==> config.mk <==
export PLATFORM = sky130hd
export DESIGN_NAME = xcorr_ctrl
export DESIGN_NICKNAME = d
export VERILOG_FILES = /design/src/rtl/xcorr_ctrl_pkg.sv /design/src/rtl/xcorr_period_timer.sv /design/src/rtl/xcorr_ready_flag.sv /design/src/rtl/xcorr_bus_regs.sv /design/src/rtl/xcorr_ctrl.sv
export SDC_FILE = /design/constraint.sdc
export NUM_CORES = 1
export LEC_CHECK = 0
export ABC_AREA = 1
export BUFFER_PORTS_ARGS = -buffer_cell sky130_fd_sc_hd__buf_2
export CAP_MARGIN = 20
export CORE_AREA = 2 2 115 117
export DETAILED_ROUTE_END_ITERATION = 7
export DIE_AREA = 0 0 117 119
export HOLD_SLACK_MARGIN = 0.08
export PLACE_DENSITY = 0.74
export SYNTH_ARGS = -nofsm -noshare
export SYNTH_HDL_FRONTEND = slang
export SYNTH_SLANG_ARGS = --single-unit
==> constraint.sdc <==
create_clock -name clk -period 4.05 [get_ports clk]
set_input_delay 0.2025 -clock clk [delete_from_list [all_inputs] [get_ports clk]]
set_output_delay 0.2025 -clock clk [all_outputs]
set_load 0.1 [all_outputs]
==> src/rtl/xcorr_ctrl_pkg.sv <==
package xcorr_ctrl_pkg;
  localparam int unsigned REG_LEN  = 16;
  localparam int unsigned REG_CTRL = 17;
  localparam int unsigned REG_STAT = 18;

  typedef enum logic [2:0] {
    SEL_NONE,
    SEL_SLICE,
    SEL_LEN,
    SEL_CTRL,
    SEL_STAT
  } win_sel_e;
endpackage

==> src/rtl/xcorr_period_timer.sv <==
module xcorr_period_timer #(
  parameter int unsigned LEN_W     = 16,
  parameter int unsigned STEP_LOG2 = 8
) (
  input  logic             clk,
  input  logic             rst_n,
  input  logic             run,
  input  logic [LEN_W-1:0] len_prog,
  output logic             wrap_now,
  output logic             strobe,
  output logic [LEN_W-1:0] len_active
);
  localparam int unsigned CNT_W = LEN_W + STEP_LOG2;

  logic [CNT_W-1:0] cnt;
  logic [LEN_W-1:0] units_m1;
  logic [CNT_W-1:0] last;

  // zero length wraps to all ones: 2^LEN_W steps
  assign units_m1 = len_active - LEN_W'(1);
  assign last     = {units_m1, {STEP_LOG2{1'b1}}};
  assign wrap_now = run && (cnt == last);

  always_ff @(posedge clk) begin
    if (!rst_n) begin
      cnt        <= '0;
      strobe     <= 1'b0;
      len_active <= '0;
    end else if (!run) begin
      cnt        <= '0;
      strobe     <= 1'b0;
      len_active <= len_prog;
    end else if (wrap_now) begin
      cnt        <= '0;
      strobe     <= 1'b1;
      len_active <= len_prog;
    end else begin
      cnt        <= cnt + CNT_W'(1);
      strobe     <= 1'b0;
    end
  end
endmodule

==> src/rtl/xcorr_ready_flag.sv <==
module xcorr_ready_flag (
  input  logic clk,
  input  logic rst_n,
  input  logic set_i,
  input  logic clr_i,
  output logic ready
);
  always_ff @(posedge clk) begin
    if (!rst_n)     ready <= 1'b0;
    else if (set_i) ready <= 1'b1;
    else if (clr_i) ready <= 1'b0;
  end
endmodule

==> src/rtl/xcorr_bus_regs.sv <==
module xcorr_bus_regs
  import xcorr_ctrl_pkg::*;
#(
  parameter int unsigned NUM_SLICES = 16,
  parameter int unsigned WORD_W     = 16,
  parameter int unsigned ADDR_W     = 5,
  parameter int unsigned LEN_W      = 16
) (
  input  logic                         clk,
  input  logic                         rst_n,
  input  logic [ADDR_W-1:0]            bus_addr,
  input  logic                         bus_rd,
  input  logic                         bus_wr,
  input  logic [WORD_W-1:0]            bus_wdata,
  input  logic [NUM_SLICES*WORD_W-1:0] slice_bufs,
  input  logic                         ready,
  output logic [WORD_W-1:0]            bus_rdata,
  output logic [LEN_W-1:0]             len_reg,
  output logic                         run_q,
  output logic                         ready_clr
);
  localparam int unsigned SEL_W = (NUM_SLICES > 1) ? $clog2(NUM_SLICES) : 1;

  logic [WORD_W-1:0] slice_w [NUM_SLICES];
  win_sel_e          sel;

  genvar g;
  generate
    for (g = 0; g < NUM_SLICES; g++) begin : g_slice
      assign slice_w[g] = slice_bufs[g*WORD_W +: WORD_W];
    end
  endgenerate

  always_comb begin
    if (bus_addr < ADDR_W'(NUM_SLICES))        sel = SEL_SLICE;
    else if (bus_addr == ADDR_W'(REG_LEN))     sel = SEL_LEN;
    else if (bus_addr == ADDR_W'(REG_CTRL))    sel = SEL_CTRL;
    else if (bus_addr == ADDR_W'(REG_STAT))    sel = SEL_STAT;
    else                                       sel = SEL_NONE;
  end

  always_comb begin
    unique case (sel)
      SEL_SLICE: bus_rdata = slice_w[bus_addr[SEL_W-1:0]];
      SEL_LEN:   bus_rdata = WORD_W'(len_reg);
      SEL_CTRL:  bus_rdata = WORD_W'(run_q);
      SEL_STAT:  bus_rdata = WORD_W'(ready);
      default:   bus_rdata = '0;
    endcase
  end

  assign ready_clr = (bus_rd && sel == SEL_SLICE) ||
                     (bus_wr && sel == SEL_STAT && bus_wdata[0]);

  always_ff @(posedge clk) begin
    if (!rst_n) begin
      len_reg <= '0;
      run_q   <= 1'b0;
    end else if (bus_wr) begin
      if (sel == SEL_LEN)  len_reg <= bus_wdata[LEN_W-1:0];
      if (sel == SEL_CTRL) run_q   <= bus_wdata[0];
    end
  end
endmodule

==> src/rtl/xcorr_ctrl.sv <==
module xcorr_ctrl #(
  parameter int unsigned NUM_SLICES = 16,
  parameter int unsigned WORD_W     = 16,
  parameter int unsigned ADDR_W     = 5,
  parameter int unsigned LEN_W      = 16,
  parameter int unsigned STEP_LOG2  = 8
) (
  input  logic                         clk,
  input  logic                         rst_n,
  input  logic [ADDR_W-1:0]            bus_addr,
  input  logic                         bus_rd,
  input  logic                         bus_wr,
  input  logic [WORD_W-1:0]            bus_wdata,
  output logic [WORD_W-1:0]            bus_rdata,
  input  logic [NUM_SLICES*WORD_W-1:0] slice_bufs,
  output logic                         capture_strobe,
  output logic                         data_ready
);
  logic [LEN_W-1:0] len_reg;
  logic [LEN_W-1:0] len_active;
  logic             run_q;
  logic             wrap_now;
  logic             ready_clr;

  xcorr_bus_regs #(
    .NUM_SLICES(NUM_SLICES), .WORD_W(WORD_W), .ADDR_W(ADDR_W), .LEN_W(LEN_W)
  ) regs_i (
    .clk(clk), .rst_n(rst_n), .bus_addr(bus_addr), .bus_rd(bus_rd),
    .bus_wr(bus_wr), .bus_wdata(bus_wdata), .slice_bufs(slice_bufs),
    .ready(data_ready), .bus_rdata(bus_rdata), .len_reg(len_reg),
    .run_q(run_q), .ready_clr(ready_clr)
  );

  xcorr_period_timer #(.LEN_W(LEN_W), .STEP_LOG2(STEP_LOG2)) timer_i (
    .clk(clk), .rst_n(rst_n), .run(run_q), .len_prog(len_reg),
    .wrap_now(wrap_now), .strobe(capture_strobe), .len_active(len_active)
  );

  xcorr_ready_flag flag_i (
    .clk(clk), .rst_n(rst_n), .set_i(wrap_now), .clr_i(ready_clr),
    .ready(data_ready)
  );
endmodule

# Word-level counts from Yosys, hierarchy flattened
# Cells that the tools add are included.
[word_totals]
regBits = 59
input_bits = 281
out_inout_bits = 18
word_cells = 45
[classes]
addsub = 2
n_lt_le_gt_ge = 2
eq_ne = 9
n_mux = 13
n_bitwise = 3
reduce_logical = 10
[ops]
columns = ["operator", "count"]
rows = [
  ["binary-select mux 16 bit (select 4 bit)", 1],
  ["two-way mux 16 bit", 4],
  ["case mux 16 bit (4 select lines)", 1],
  ["adder 24 x 1 -> 24 bit (second input constant)", 1],
  ["equality test 24 bit", 1],
  ["subtractor 16 x 1 -> 16 bit (second input constant)", 1],
  ["equality test 5 bit (second input constant)", 3],
  ["two-way mux 3 bit", 4],
  ["equality test 3 x 2 -> 1 bit (second input constant)", 2],
  ["AND reduction 2 bit", 3],
  [">= comparator 5 bit (second input constant)", 1],
  ["less-than comparator 5 bit (second input constant)", 1],
  ["NOT 4 -> 5 bit", 1],
  ["logical AND 1 bit", 4],
  ["equality test 3 x 1 -> 1 bit (second input constant)", 1],
  ["equality test 3 bit (second input constant)", 1],
  ["two-way mux 1 bit", 3],
  ["OR reduction 3 bit", 1],
  ["inequality test 2 x 1 -> 1 bit (second input constant)", 1],
  ["NOT 1 bit", 2],
  ["nonzero test 2 bit", 1],
  ["logical OR 1 bit", 1],
]

# Logic depth before layout (Yosys ltp)
# Gate-level depths: netlist of the first run.
[logic_depth]
ltp_word = 11
depth_mapped = 16
depth_no_buf = 15

# Hierarchy
# A second synthesis of the first run with hierarchy kept.
[unflattened]
hier_cells = 1160
area_unflattened_um2 = 6382.4
[modules_own_cells]
columns = ["module", "instances", "cells_each", "area_each_um2", "seq_area_each_um2"]
rows = [
  ["xcorr_bus_regs", 1, 737, 3445.8, 340.3],
  ["xcorr_period_timer", 1, 417, 2892.8, 820.8],
  ["xcorr_ready_flag", 1, 6, 43.8, 20.0],
]

# Least setup slack after synthesis of the first run
# No wires, ideal clock.
[synth_timing]
path_kind = "input to output"
startpoint = "input bus_addr[0]"
endpoint = "output bus_rdata[13]"
t_arrival_ns = 3.347
required_ns = 3.848
slack_ns = 0.501
path_stages = 8
path_buffers = 2
cell_sequence = "clkbuf_2 -> inv_1 -> nand2_1 -> clkbuf_1 -> o21ai_0 -> o31ai_1 -> o21ai_0 -> o21ai_0"
[synth_via]
elab_chain_cells = 7
elab_cells_between_ends = 17
[synth_lines]
columns = ["element", "line_no", "rtl"]
rows = [
  ["start: declaration", "xcorr_ctrl.sv:10", "input logic [ADDR_W-1:0] bus_addr,"],
  ["equality test 5 bit", "xcorr_bus_regs.sv:38", "else if (bus_addr == ADDR_W'(REG_STAT)) sel = SEL_STAT;"],
  ["two-way mux 3 bit", "xcorr_bus_regs.sv:38", ""],
  ["two-way mux 3 bit", "xcorr_bus_regs.sv:37", "else if (bus_addr == ADDR_W'(REG_CTRL)) sel = SEL_CTRL;"],
  ["two-way mux 3 bit", "xcorr_bus_regs.sv:36", "else if (bus_addr == ADDR_W'(REG_LEN)) sel = SEL_LEN;"],
  ["two-way mux 3 bit", "xcorr_bus_regs.sv:35", "if (bus_addr < ADDR_W'(NUM_SLICES)) sel = SEL_SLICE;"],
  ["equality test 3 bit (tied with other cells)", "xcorr_bus_regs.sv:43", "unique case (sel)"],
  ["case mux 16 bit (4 select lines) *", "xcorr_bus_regs.sv:43", ""],
  ["end: declaration", "xcorr_ctrl.sv:14", "output logic [WORD_W-1:0] bus_rdata,"],
]
# Every way passes the cells marked *; elsewhere a longest branch is shown, timed or not. The select of a mux whose other input is x is not followed.

# Final worst setup path of the first run
[layout_timing]
startpoint = "input bus_addr[1]"
endpoint = "output bus_rdata[12]"
# The elaborated chain is that of the path after synthesis.

==> impl_metrics.py, run 1 <==
metrics = {
    "setup_path": {
        "crit_type": "input pin to output pin",
        "cp_max_fo": 27,
        "cp-end-kind": "output pin",
        "rrSetupSlack_ns": 1.59,
        "crit_path_start_kind": "input pin",
        "reg2regPathDepth": 11,
        "arrival_ns": 2.72,
        "cp.required_ns": 3.85,
        "rr_startpoint": "timer_i.len_active[0]$_SDFFE_PN0P_",
        "rr_endpoint": "timer_i.cnt[13]$_SDFF_PP0_",
    },
    "die": {
        "dieArea_um2": 13900,
        "row_count": 42,
        "core_area_um2": 12900,
        "die_h_um": 119,
        "io_pins": 299,
        "die_w_um": 117,
        "start_util_pct": 38.8,
    },
    "min_path": {
        "worstHoldStart": "bus_wdata[12]",
        "hold_path_end": "regs_i.len_reg[12]$_SDFFE_PN0P_",
        "hold_path_class": "input pin to flop",
        "whs_path_depth": 3,
    },
    "sta": {
        "timing.final.crit_share_pct": 72.1,
        "worst_pin_slew_ns": 0.844,
        "slew_viol_final": 0,
        "whs_ns": 0.131,
        "finalHoldViolCount": 0,
        "slew_headroom_pct": 43.0,
        "fin_setup_tns_ns": 0,
        "max_freq_mhz": 342,
        "rsz0062_at_grt": "no",
        "clock_skew_ns": 0.00725,
        "setup-violations-final": 0,
        "period_minus_slack_ns": 2.92,
    },
    "power_and_ir_drop": {
        "swShare_pct": 33.3,
        "power_frac_clock_pct": 39.9,
        "cellPowerDensity_nw_per_um2": 279,
        "pwr-share-seq_pct": 30.6,
        "switchingPower_uw": 642,
        "power.leakage_uw": 0.00321,
        "power.share.combinational_pct": 29.5,
        "power.internal_uw": 1290,
        "peakVddDrop_mv": 0.222,
    },
    "synthesis": {
        "ys_seq_area_share_pct": 23.6,
        "ys_types": 38,
        "syn-cell-area_um2": 5000,
        "syn_nets": 1109,
        "synth-edff-count": 0,
        "yosys_warnings": 0,
        "netlist_instances": 826,
        "ys.flop_type": "dfxtp_1",
        "synth-seq-cells": 59,
        "async_flop_share_pct": 0,
        "synth_area_per_cell_um2": 6.05,
    },
    "finish": {
        "post-route-util_pct": 53.6,
        "stdcell_count": 1283,
        "drive_gt1_share_pct": 32.0,
        "fin_nets": 1378,
        "synthToLayoutAreaGrowth_pct": 38.2,
        "largest_register_ff_count": 24,
    },
    "status": {
        "status": "complete, no violations",
    },
    "global_routing": {
        "grt_max_degree": 36,
        "grt_pass1_wl_mm": 38.3,
        "grt_overflow": 0,
        "grt.total_usage_pct": 37.1,
        "antenna_found_initial": 6,
        "grt_pass1_vias": 6875,
    },
    "detailed_routing": {
        "drtPass1Iterations": 6,
        "drt_iter0_drc": 807,
        "ant_nets": 0,
        "drt-vias-per-instance": 5.58,
        "drc": 0,
        "vias": 7156,
        "post_drt_wl_per_cell_um": 20.5,
        "routed_wl_mm": 26.3,
    },
    "clock_network": {
        "cts_tree": "done",
        "post_cts_buffers": 0,
        "clockRootBuffer": "clkbuf_16",
        "clk_latency_ns": 0.33,
        "cts_resized": 0,
        "cts_sinks": 59,
        "clkTransAtPathRegs_ns": 0.05,
        "htree_num_levels": 3,
        "cts_buffers": 9,
        "cts_hold_buffers": 0,
        "clock_path_buffers": 2,
    },
    "placement": {
        "dp.cells": 1260,
        "port_buffers": 298,
        "dpl.hpwl_mm": 21.4,
        "place_congestion": 1.02,
    },
    "run": {
        "max-cap-violations": 0,
    },
}
-- cells in the final DEF, fill, tap and decap left out, types with 9 or more instances in the layout --
cell type    n
buf_4       13
o22ai_1     60
nand2_1    121
dfxtp_1     59
o311ai_0    10
inv_1       55
o31ai_1     13
clkbuf_16    9
xnor2_1     15
nor3_1      43
o21ai_0     84
buf_2      298
xor2_1      13
nor2_1     171
a21oi_1     20
nand3_1     41
o211ai_1    14
-- power groups by stage --
| stage | clock network [µW] | registers [µW] | logic (µW) |
|---|---|---|---|
| after global placement | 0 | 601 | 557 |
| after detailed placement | 0 | 601 | 551 |
| after CTS | 775 | 589 | 554 |
| after floorplan | 0 | 600 | 305 |
| final | 770 | 589 | 569 |
| after global routing | 803 | 589 | 603 |
-- metrics by stage --
step | area [µm²] | worst slack (ns) | total power, µW
after floorplan | 5000 | 0.501 | 904
after global placement | 6580 | 1.26 | 1160
after detailed placement | 6580 | 1.24 | 1150
after CTS | 6880 | 1.23 | 1920
after global routing | 6900 | 1.05 | 1990
final | 6900 | 1.13 | 1930
-- worst max-delay path: stages --
cell and delay (ns):
buf_2 0.15, inv_1 0.09, nand2_2 0.47, buf_12 0.25, o22ai_1 0.09, o311ai_0 0.74, nand3_1 0.14, nand2_1 0.12
buf_2 0.43
-- Yosys cell counts (all sizes together) (3+ instances only) --
master / n / share of area (%)
buf: 20 / 2.5
xnor2: 15 / 2.6
nand4: 7 / 0.88
clkbuf: 34 / 2.6
inv: 57 / 4.3
nand2: 129 / 10
o22ai: 60 / 7.5
nor2: 180 / 14
o21bai: 3 / 0.45
nand3: 45 / 4.9
dfxtp: 59 / 24
o31ai: 13 / 2.0
o211ai: 14 / 2.1
xor2: 13 / 2.3
o311ai: 10 / 1.8
nor3: 43 / 4.3
o221ai: 5 / 0.88
o21ai: 86 / 8.6
a21oi: 20 / 2.0
nand3b: 4 / 0.60
-- worst max-delay path by stage --
stage	to	slack [ns]	cells past startpoint	startpoint
floorplan	bus_rdata[13]	0.50	8	bus_addr[0]
global placement	bus_rdata[5]	1.26	9	bus_addr[0]
detailed placement	bus_rdata[5]	1.24	9	bus_addr[0]
CTS	bus_rdata[5]	1.23	9	bus_addr[0]
global route	bus_rdata[5]	1.05	9	bus_addr[0]
finish	bus_rdata[12]	1.13	9	bus_addr[1]
-- final cells by class --
type,count,area [µm²]
flip-flops and latches,59,1180
repair buffers,312,1610
diodes,8,20.0
multi-input cells,656,3360
inverters,57,214
fillers,1372,5970
clock inverters,4,50.0
well taps,176,220
clock buffers,11,253
-- kinds of logic after synthesis --
family	count (synthesis)	share of synthesized area [%]
compound gates	215	25.9
xor+xnor	28	4.91
fa+ha+maj	2	0.501
buf+inv	111	9.32
flops	59	23.6
simple gates	411	35.7
-- routing by layer --
| metal | share of wire, % | up-vias | global-route usage (%) |
|---|---|---|---|
| met5 | 0 | - | 0 |
| met4 | 3.1 | 0 | 10.6 |
| met3 | 14 | 57 | 13.2 |
| met2 | 43 | 490 | 55.4 |
| met1 | 40 | 3230 | 50.4 |
| li1 | - | 3379 | - |
No activity file was read; power rests on OpenSTA's default activity.
==> run 2: changes to the inputs <==
--- a/config.mk
+++ b/config.mk
@@ -12,7 +12,7 @@
 export DETAILED_ROUTE_END_ITERATION = 7
 export DIE_AREA = 0 0 117 119
 export HOLD_SLACK_MARGIN = 0.08
-export PLACE_DENSITY = 0.74
+export PLACE_DENSITY = 0.77
 export SYNTH_ARGS = -nofsm -noshare
 export SYNTH_HDL_FRONTEND = slang
 export SYNTH_SLANG_ARGS = --single-unit
==> constraint.sdc (replaced) <==
create_clock -name clk -period 2.45 [get_ports clk]
set_input_delay 0.1225 -clock clk [delete_from_list [all_inputs] [get_ports clk]]
set_output_delay 0.1225 -clock clk [all_outputs]
set_load 0.1 [all_outputs]
==> impl_metrics.py, run 2 (synthesized netlist as in run 1, its figures left out) <==
metrics = {
    "global_routing": {
        "met1_usage_pct": 49.2,
        "busiest_layer": "met2",
        "grtUsageMet3_pct": 9.67,
        "antenna_found_initial": 5,
        "grt_pass1_vias": 6716,
        "grt_util_met2_pct": 58.3,
        "grt_overflow": 0,
        "grt_pass1_wl_mm": 38.3,
        "grt.total_usage_pct": 37.1,
        "grt_max_degree": 49,
    },
    "clock_network": {
        "clk_latency_ns": 0.33,
        "cts_buffers": 9,
        "clockRootBuffer": "clkbuf_16",
        "cts_sinks": 59,
        "clkTransAtPathRegs_ns": 0.05,
        "clock_path_buffers": 2,
        "htree_num_levels": 3,
        "cts_tree": "done",
    },
    "die": {
        "row_count": 42,
        "core_area_um2": 12900,
        "io_pins": 299,
        "dieArea_um2": 13900,
        "start_util_pct": 38.8,
        "die_h_um": 119,
        "die_w_um": 117,
    },
    "run": {
        "max-cap-violations": 0,
    },
    "detailed_routing": {
        "vias": 7183,
        "drc": 0,
        "routed_wl_mm": 26.3,
        "ant_nets": 0,
        "drt-vias-per-instance": 5.51,
        "drt_iter0_drc": 637,
        "post_drt_wl_per_cell_um": 20.2,
        "drtPass1Iterations": 5,
    },
    "sta": {
        "timing.final.crit_share_pct": 92.5,
        "slew_viol_final": 0,
        "setup-violations-final": 0,
        "slew_headroom_pct": 54.2,
        "worst_pin_slew_ns": 0.678,
        "clock_skew_ns": 0.00818,
        "period_minus_slack_ns": 2.27,
        "finalHoldViolCount": 0,
        "rsz0062_at_grt": "no",
        "max_freq_mhz": 441,
        "whs_ns": 0.0912,
        "fin_setup_tns_ns": 0,
    },
    "status": {
        "status": "complete, no violations",
    },
    "placement": {
        "port_buffers": 298,
        "dpl.hpwl_mm": 21.5,
        "place_congestion": 1.03,
    },
    "power_and_ir_drop": {
        "power.leakage_uw": 0.00344,
        "peakVddDrop_mv": 0.271,
        "cellPowerDensity_nw_per_um2": 457,
    },
    "finish": {
        "final_common_cell": "buf_2",
        "fill_cells": 1299,
        "drive_gt1_share_pct": 33.1,
        "final_cell_mix": "283 x buf_2, 171 x nor2_1, 121 x nand2_1, 79 x o21ai_0, 60 x o22ai_1",
        "largest_register_ff_count": 24,
        "fin_nets": 1402,
        "synthToLayoutAreaGrowth_pct": 49.4,
    },
    "setup_path": {
        "cp_max_fo": 26,
        "cpMostUsedCell": "buf_12",
        "slowest_stage": "o211ai_1",
        "cp-end-kind": "output pin",
        "crit_type": "input pin to output pin",
        "arrival_ns": 2.14,
        "crit_chain": "buf_2, inv_1, nand2_2, buf_12, o211ai_1, o311ai_0, nand3_1, nand4_1, buf_12",
        "cp.required_ns": 2.33,
        "critPathMaxStageDelay_ns": 0.34,
        "crit_path_start_kind": "input pin",
        "crit_family": "buffers and inverters",
        "critPathBufInv": 4,
    },
    "min_path": {
        "hold_path_class": "input pin to flop",
    },
}
run 2: cell types whose count changed in the layout (fill, tap and decap cells not counted), sizes merged, moves of 2 or more:
cell	delta
diode	-4
buf	+13
inv	+2
clkbuf	-2
dlygate4sd3	+10
run 2: timing repair:
item | 4_1_cts | 5_1_grt
gates resized for setup | 0 | 3
hold endpoints to repair | 10 | 0
endpoints found under the setup margin | 0 | 5
buffers inserted | 0 | 3
hold buffers | 10 | 0
run 2: metal layers:
metal | up-vias | share of wire, % | routed length, µm
met4 | 0 | 3.1 | 829
met2 | 472 | 44 | 11700
met3 | 62 | 13 | 3380
met1 | 3212 | 40 | 10400
li1 | 3437 | - | -
met5 | - | 0 | 0
run 2: tightest hold or removal path, cell delays in order:
cell,delay (ns)
buf_2,0.08
o21ai_0,0.08
nor2_1,0.10
run 2: power by group:
part           switching, µW  total [µW]  internal (µW)
Combinational            626        1050            426
Clock                    488        1380            896
Sequential              7.66         974            966
run 2: metrics by stage:
stage          util (%)  area, µm²  instances  worst slack [ns]  power [µW]
6_report           58.0       7460       1304             0.183        3410
5_1_grt            57.9       7460       1302            0.0222        3530
4_1_cts            57.5       7400       1296             0.187        3400
3_5_place_dp       54.2       6980       1270             0.210        2010
3_3_place_gp       54.2       6980       1270             0.272        2010
2_1_floorplan         -       5010        826             0.289        1500
run 2: final timing paths:
| check | depth (start not counted) | startpoint | end | slack, ns |
|---|---|---|---|---|
| worst min register to register | 1 | timer_i.cnt[0]$_SDFF_PP0_ | timer_i.cnt[0]$_SDFF_PP0_ | 0.46 |
| worst max-delay path | 9 | bus_addr[0] | bus_rdata[0] | 0.18 |
| worst min-delay path | 3 | bus_wdata[9] | regs_i.len_reg[9]$_SDFFE_PN0P_ | 0.09 |
| worst max register to register | 14 | timer_i.len_active[0]$_SDFFE_PN0P_ | timer_i.len_active[11]$_SDFFE_PN0P_ | 0.24 |
run 2: cell type report:
cell class | instances | area [µm²] | area share [%]
Antenna cell | 4 | 10.0 | 0.134
Inverter | 57 | 214 | 2.87
Multi-Input combinational cell | 657 | 3410 | 45.6
Sequential cell | 59 | 1180 | 15.8
Clock buffer | 9 | 225 | 3.02
Clock inverter | 7 | 98.8 | 1.32
Timing Repair Buffer | 335 | 2110 | 28.2
Tap cell | 176 | 220 | 2.95
